### config.mk
export PLATFORM = sky130hd
export DESIGN_NAME = usb_addr_latch
export DESIGN_NICKNAME = d
export VERILOG_FILES = /design/src/rtl/usb_addr_latch.sv
export SDC_FILE = /design/constraint.sdc
export NUM_CORES = 1
export LEC_CHECK = 0
export ABC_AREA = 0
export BUFFER_PORTS_ARGS = -buffer_cell sky130_fd_sc_hd__buf_2
export CAP_MARGIN = 15
export CORE_UTILIZATION = 44
export DETAILED_ROUTE_END_ITERATION = 8
export GPL_ROUTABILITY_DRIVEN = 0
export GPL_TIMING_DRIVEN = 1
export PLACE_DENSITY_LB_ADDON = 0.3
export SYNTH_ARGS = -nofsm -noshare
export SYNTH_HDL_FRONTEND = slang
export SYNTH_SLANG_ARGS = --single-unit
### constraint.sdc
create_clock -name clk -period 1.4 [get_ports clk]
set_input_delay 0.07 -clock clk [delete_from_list [all_inputs] [get_ports clk]]
set_output_delay 0.07 -clock clk [all_outputs]
set_load 0.1 [all_outputs]
### src/rtl/usb_addr_latch.sv
module usb_addr_latch #(
  parameter int BUS_W = 16,
  parameter logic [7:0] OP_WR = 8'hB6,
  parameter logic [7:0] OP_RD = 8'hB7
) (
  input  logic             clk,
  input  logic             rst_n,
  input  logic             cmd_stb,
  input  logic [7:0]       cmd_op,
  input  logic [BUS_W-1:0] cmd_wdata,
  output logic [BUS_W-1:0] cmd_rdata,
  output logic             cmd_rvalid,
  input  logic             bus_rst,
  input  logic             stat_ack,
  input  logic [6:0]       tok_addr,
  output logic [6:0]       dev_addr,
  output logic             dev_en,
  output logic             tok_match
);
  localparam int RW = 8;

  logic [RW-1:0] shadow;
  logic          pending;
  logic          wr, rd, apply;

  assign wr    = cmd_stb && cmd_op == OP_WR;
  assign rd    = cmd_stb && cmd_op == OP_RD;
  assign apply = stat_ack && pending && !bus_rst;

  always_ff @(posedge clk or negedge rst_n)
    if (!rst_n) begin
      shadow  <= '0;
      pending <= 1'b0;
    end else begin
      if (wr) shadow <= cmd_wdata[RW-1:0];
      if (wr) pending <= 1'b1;
      else if (bus_rst || stat_ack) pending <= 1'b0;
    end

  always_ff @(posedge clk or negedge rst_n)
    if (!rst_n) begin
      dev_addr <= '0;
      dev_en   <= 1'b0;
    end else if (bus_rst) begin
      dev_addr <= '0;
      dev_en   <= 1'b1;
    end else if (apply) begin
      dev_addr <= shadow[6:0];
      dev_en   <= shadow[7];
    end

  always_ff @(posedge clk or negedge rst_n)
    if (!rst_n) begin
      cmd_rdata  <= '0;
      cmd_rvalid <= 1'b0;
    end else begin
      cmd_rvalid <= rd;
      if (rd) cmd_rdata <= BUS_W'(shadow);
    end

  assign tok_match = dev_en && tok_addr == dev_addr;
endmodule


**Word-level counts from Yosys, hierarchy flattened**

Cells that the tools add are included.

- Register bits: 26
- Output and inout bits: 26

- Equality and inequality tests: 3
- Mux-type cells: 6
- Reductions and logical operators: 9

Operators with widths:

| operator | number |
|---|---|
| $eq 8x8->1 const B | 2 |
| $mux 7 | 2 |
| $eq 7x7->1 | 1 |
| $logic_and 1x1->1 | 5 |
| $mux 1 | 4 |
| $reduce_bool 2->1 | 2 |
| $logic_not 1->1 | 1 |
| $logic_or 1x1->1 | 1 |

**Depth between registers and ports, before layout**

Gate-level depths: netlist of run 1.

- Depth after elaboration: 4
- Mapped depth: 4
- Gate-level depth less buffers: 4

**Worst setup path before layout of run 1**

Ideal clock, no wire load.

- Path type: register to output
- Start point: register dev_addr[0]
- End point: output tok_match
- Arrival time: 2.529 ns
- Required time: 1.330 ns
- Setup slack: -1.199 ns
- Stages on the path, launching flop included: 4
- Buffers on the path: 0
- Path through: dfrtp_1 xnor2_1 nand4_1 nor2_1

- Longest elaborated chain between the ends: 2

RTL lines:

| element | RTL line | text |
|---|---|---|
| start: declaration | 16 | `output logic [6:0] dev_addr,` |
| start signal: assignment | 48 | `dev_addr <= shadow[6:0];` |
| $eq 7x7->1 | 61 | `assign tok_match = dev_en && tok_addr == dev_addr;` |
| $logic_and 1x1->1 | 61 |  |
| end: declaration | 18 | `output logic tok_match` |

No other way between the ends.

**Worst setup path after layout of run 1**

- Start point: register dev_addr[1]
- End point: output tok_match

The elaborated chain is that of the path after synthesis.

==> key figures, run 1 <==
Run status
  – Outcome: finished, violations left
  – Failing checks: negative setup slack

Critical path
  – Worst Path Max Fanout: 2
  – Reg2reg end: dev_en
  – Crit. End Element: primary output
  – Reg2reg start: pending
  – Req. time, crit path: 1330 ps
  – Flop-to-flop setup slack: 200 ps
  – Arr. time, crit path: 1460 ps
  – Critical path class: flip-flop to primary output
  – Crit path launch type: flip-flop
  – Worst-case reg-to-reg path depth: 2

GRT
  – GR Overflow Total: 0
  – Global-route wire length before repair: 3.47 mm
  – Pin count of the biggest net entering global routing: 27
  – GR Util All Layers: 16.6%
  – Initial antenna violation count: 0
  – Vias in the first global route: 856

Final layout
  – Fill count: 208
  – Share of layout cells above drive strength 1: 54.8%
  – Antenna cell count: 0
  – Commonest cells after routing, fill and taps aside: buf_2 (42), dfrtp_1 (18), dlygate4sd3_1 (10)
  – Final nets: 192
  – Post-layout util: 66.2%
  – Layout area overhead: 39.5%
  – Leading cell type in the layout, fill and taps excluded: buf_2

Min path
  – Worst hold-check path type: input port to flip-flop
  – Hold_sp: stat_ack
  – Hold path cells: 3
  – Endpoint of the worst hold path: dev_addr[3]

Logic synthesis
  – Cells after synthesis: 96
  – Mapped Area: 1200 sq um
  – Synth unique cells: 21
  – Count of state elements after synthesis: 26
  – Syn_area_per_cell: 12.5 sq um
  – Sequential share of the synthesized area: 54.3%
  – Warnings from Yosys: 0

Routing
  – DRT Wirelength: 2.13 mm
  – Initial DRC Count: 6
  – Wirelength per Cell: 11.5 um
  – TritonRoute pass-1 iters: 4
  – Vias: 912
  – Via/cell ratio: 4.93
  – DRC Markers: 0
  – Post-route ant nets: 0

STA
  – Crit path time final: 1530 ps
  – RSZ-0062 raised after global routing: yes
  – Worst-margin pin slew: 544 ps
  – Maximum clock rate: 0.653 GHz
  – Final setup fails: 1
  – Relative slew slack: 63.7%
  – Setup WS post-layout: -131 ps
  – Layout Skew: 1.22 ps
  – Fin crit share: 109%
  – Slew Limit Fails: 0
  – Endpoints failing hold: 0

Floorplan
  – # rows: 18
  – Starting Density: 47.5%
  – Core area: 2520 sq um
  – Die Y: 54.2 um
  – Die width: 54.2 um
  – Io pins: 62
  – Die footprint: 2930 sq um

Clocking
  – Root Buffer: clkbuf_4
  – CTS tree: yes
  – Clock Pin Slew Worst Setup and Hold Paths: 130 ps
  – Worst-Skew Late Latency: 320 ps
  – Clk sinks: 26
  – Max H-tree Level: 1
  – CTS buffer count: 3
  – Max clock buf depth: 2

Run
  – Max-Cap Viols: 0

Placement
  – Pre-CTS WS: 168 ps
  – DPL Wire Length: 1.59 mm
  – I/O Buffers: 45

Pwr
  – Leakage: 0.000854 uW
  – PD cells: 820 nW/um^2
  – Peak supply drop: 0.757 mV
==> cells by family after synthesis <==
family | Yosys count | share of synthesized area [%]
and+or+nand+nor | 24 | 10.9
muxes | 16 | 17.6
buffers and inverters | 13 | 7.42
xor gates and xnor gates | 7 | 5.12
other | 1 | 0.313
DFF | 26 | 54.3
AOI/OAI and AO/OA | 9 | 4.39
==> state kept, by name, summed over array words and instances, names as in the netlist <==
name        cells
cmd_rvalid      1
dev_en          1
cmd_rdata       8
dev_addr        7
shadow          8
pending         1
==> worst max-delay path by stage <==
stage	start	to	depth (start not counted)
after global placement	cmd_op[3]	cmd_rdata[3]	5
after detailed placement	cmd_op[3]	cmd_rdata[3]	5
after global routing	dev_addr[1]	tok_match	4
after CTS	dev_addr[2]	tok_match	4
after floorplan	dev_addr[0]	tok_match	3
final	dev_addr[1]	tok_match	4
==> Yosys cell counts (all sizes together) <==
master  count  area (sq um)
a211o       1          8.76
nand4       2          12.5
nand3       8          45.0
mux2       16           210
and4b       2          20.0
nand2       8          30.0
a21oi       7          35.0
inv         1          3.75
nor2        2          7.51
a21o        1          8.76
conb        1          3.75
and3b       1          8.76
and3        1          6.26
dfrtp      26           651
buf        12          85.1
xnor2       7          61.3
==> metrics by stage <==
stage	instance area (sq um)	instances	hold WS [ps]	total power [uW]	TNS [ps]
after CTS	1670	185	59.0	1380	-140
after global placement	1470	167	86.5	982	0
after floorplan	1260	103	-226	944	-151
final	1670	185	72.9	1370	-131
after global routing	1670	185	76.2	1420	-193
after detailed placement	1470	167	90.3	987	0
==> worst max-delay path: stages, from the launching register on <==
cell and delay, ps:
dfrtp_4 510, xnor2_2 130, nand4_1 170, nor2_4 160, buf_12 180
==> layout make-up <==
type                       count  area (sq um)  area share [%]
timing repair buffer          60           395            23.7
multi-input combinational     64           522            31.2
sequential                    26           676            40.4
tap                           30          37.5            2.25
inverter                       1          3.75           0.225
clock buffer                   4          36.3            2.17
==> per-layer routing <==
layer / vias up / GRT usage (%) / part of all wire (%) / wire [um]
li1: 431 / - / - / -
met1: 436 / 19.3 / 43 / 923
met2: 41 / 30.7 / 50 / 1060
met3: 4 / 1.69 / 5.5 / 117
met4: 0 / 6.41 / 1.1 / 23
met5: - / 0 / 0 / 0
==> power by group <==
group | switching, uW | total (uW) | internal [uW]
combinational | 150 | 224 | 74.9
sequential | 10.1 | 773 | 763
clock | 213 | 372 | 159
total | 373 | 1370 | 997
==> repair_timing <==
item                                    CTS  global route
endpoints found under the setup margin    1             3
hold buffers                             10             0
buffers inserted                          4             0
gates resized for setup                   4             2
pin swaps                                 6             1
hold endpoints to repair                 36             0
(Power assumes the default switching activity.)
==> inputs of run 2 (changes only) <==
--- a/config.mk
+++ b/config.mk
@@ -5,14 +5,13 @@
 export SDC_FILE = /design/constraint.sdc
 export NUM_CORES = 1
 export LEC_CHECK = 0
-export ABC_AREA = 0
 export BUFFER_PORTS_ARGS = -buffer_cell sky130_fd_sc_hd__buf_2
 export CAP_MARGIN = 15
 export CORE_UTILIZATION = 44
 export DETAILED_ROUTE_END_ITERATION = 8
 export GPL_ROUTABILITY_DRIVEN = 0
 export GPL_TIMING_DRIVEN = 1
-export PLACE_DENSITY_LB_ADDON = 0.3
+export PLACE_DENSITY = 0.87
 export SYNTH_ARGS = -nofsm -noshare
 export SYNTH_HDL_FRONTEND = slang
 export SYNTH_SLANG_ARGS = --single-unit
==> constraint.sdc (replaced) <==
create_clock -name clk -period 1.5 [get_ports clk]
set_input_delay 0.075 -clock clk [delete_from_list [all_inputs] [get_ports clk]]
set_output_delay 0.075 -clock clk [all_outputs]
set_load 0.1 [all_outputs]
==> key figures, run 2 (synthesis gave the netlist of run 1 again) <==
Placement
  – Pre-CTS WS: 256 ps (+88.2 ps)
  – Placed cell count: 167 (unchanged)
  – I/O Buffers: 45 (unchanged)
  – DPL Wire Length: 1.58 mm (-0.92%)

Final layout
  – Commonest cells after routing, fill and taps aside: buf_2 (44), dfrtp_1 (18), dlygate4sd3_1 (10)
  – Final nets: 193 (+0.52%)
  – Antenna cell count: 0 (unchanged)
  – Largest regs: cmd_rdata: 8 flops, shadow: 8 flops, dev_addr: 7 flops
  – Layout area overhead: 39.3%
  – Share of layout cells above drive strength 1: 55.8% (+0.93 points)
  – Leading cell type in the layout, fill and taps excluded: buf_2
  – Finished Layout Cells: 186 (+0.54%)

Clocking
  – CTS buffer count: 3 (unchanged)
  – Worst-Skew Late Latency: 310 ps (about the same)
  – Max clock buf depth: 2 (unchanged)
  – Clock Pin Slew Worst Setup and Hold Paths: 140 ps (about the same)
  – Clk sinks: 26 (unchanged)
  – Max H-tree Level: 1 (unchanged)
  – Root Buffer: clkbuf_4
  – CTS tree: yes

Run
  – Max-Cap Viols: 0 (unchanged)

Floorplan
  – Io pins: 62 (unchanged)
  – Die footprint: 2930 sq um (unchanged)
  – # rows: 18 (unchanged)
  – Die width: 54.2 um (unchanged)
  – Starting Density: 47.5% (unchanged)
  – Die Y: 54.2 um (unchanged)
  – Core area: 2520 sq um (unchanged)

Routing
  – DRT Wirelength: 2.25 mm (+5.8%)
  – Via/cell ratio: 4.84 (-1.8%)
  – Vias: 900 (-1.3%)
  – DRC Markers: 0 (unchanged)
  – Initial DRC Count: 6 (unchanged)
  – TritonRoute pass-1 iters: 4 (unchanged)
  – Post-route ant nets: 0 (unchanged)
  – Wirelength per Cell: 12.1 um (+5.3%)

Critical path
  – Arr. time, crit path: 1480 ps (+20 ps)
  – Crit. End Element: primary output
  – Critical-path cell list: xnor2_2 > nand4_1 > nor2_4 > buf_12
  – CP top delay family: flip-flops
  – Req. time, crit path: 1420 ps (+90 ps)
  – Largest stage delay on the critical path: 520 ps (about the same)
  – Crit path launch type: flip-flop
  – Bufs and invs on worst path: 1 (unchanged)
  – Slowest cell on crit path: dfrtp_4
  – Worst Path Max Fanout: 3 (+1)
  – Critical path class: flip-flop to primary output

Pwr
  – Leakage: 0.000863 uW (+1.0%)
  – PD cells: 764 nW/um^2 (-6.8%)
  – Peak supply drop: 0.660 mV (-13%)

STA
  – Layout Skew: 6.96 ps (+5.73 ps)
  – Slew Limit Fails: 0 (unchanged)
  – Relative slew slack: 63.8% (+0.090 points)
  – Fin crit share: 103%
  – Maximum clock rate: 0.645 GHz
  – Crit path time final: 1550 ps
  – RSZ-0062 raised after global routing: yes
  – Final setup fails: 1 (unchanged)
  – Endpoints failing hold: 0 (unchanged)
  – Setup WS post-layout: -51.3 ps (+80.0 ps)
  – Worst-margin pin slew: 543 ps (-1.34 ps)

Run status
  – Failing checks: negative setup slack
  – Outcome: finished, violations left

GRT
  – Vias in the first global route: 825 (-3.6%)
  – GR Util All Layers: 17.5% (+0.93 points)
  – Global-route wire length before repair: 3.60 mm (+3.8%)
  – Pin count of the biggest net entering global routing: 27 (unchanged)
  – Initial antenna violation count: 0 (unchanged)
  – GR Overflow Total: 0 (unchanged)

Min path
  – Worst hold-check path type: input port to flip-flop
## run 2: changes by cell type in the layout (fill, tap and decap cells not counted), sizes merged
cell,delta
clkbuf,-2
buf,+3
## run 2: timing repair
action	4_1_cts	5_1_grt
hold buffers	9	1
endpoints found under the setup margin	1	1
gates resized for setup	3	2
pin swaps	6	2
endpoints found under the hold margin	34	1
buffers inserted	4	1
cloned	0	0
## run 2: cell type report
cell class	count	area, sq um
multi-input cells	64	529
flip-flops and latches	26	676
clock buffers	4	36.3
inverters	1	3.75
repair buffers	61	385
well taps	30	37.5
fillers	198	855
## run 2: power by group
group / total, uW / switching [uW] / internal, uW
registers: 722 / 9.65 / 712
logic: 211 / 140 / 70.7
clock network: 341 / 193 / 148
## run 2: worst min-delay path: stages
cell	delay (ps)
buf_2	150
nand3_1	80
a21oi_1	60
## run 2: final timing paths
check / start / end / slack [ps] / cells after the start
worst max-delay path: dev_addr[0] / tok_match / -50 / 4
worst min-delay path: stat_ack / dev_addr[6] / 70 / 3
worst max register to register: pending / dev_en / 310 / 2
worst min register to register: cmd_rdata[1] / cmd_rdata[1] / 520 / 1
max in group asynchronous: rst_n / dev_addr[5] / 820 / 2
min in group asynchronous: rst_n / cmd_rdata[0] / 260 / 2
## run 2: stage by stage
| stage | setup TNS, ps | utilization, % | total power (uW) | hold WS, ps | instance area (sq um) |
|---|---|---|---|---|---|
| 3_3_place_gp | 0 | 57.7 | 915 | 75.5 | 1460 |
| 3_5_place_dp | 0 | 57.7 | 920 | 92.5 | 1460 |
| 4_1_cts | -59.1 | 64.8 | 1270 | 4.87 | 1640 |
| 6_report | -51.3 | 66.1 | 1270 | 74.4 | 1670 |
| 2_1_floorplan | -56.4 | - | 881 | -221 | 1260 |
| 5_1_grt | -113 | 66.1 | 1320 | 89.5 | 1670 |
## run 2: metal layers
layer  vias up  routed length [um]  global-route usage [%]
li1        438                   -                       -
met1       417                1040                    23.6
met2        45                1070                    29.7
met3         0                 151                    2.54
met4         0                   0                    3.85
met5         -                   0                       0
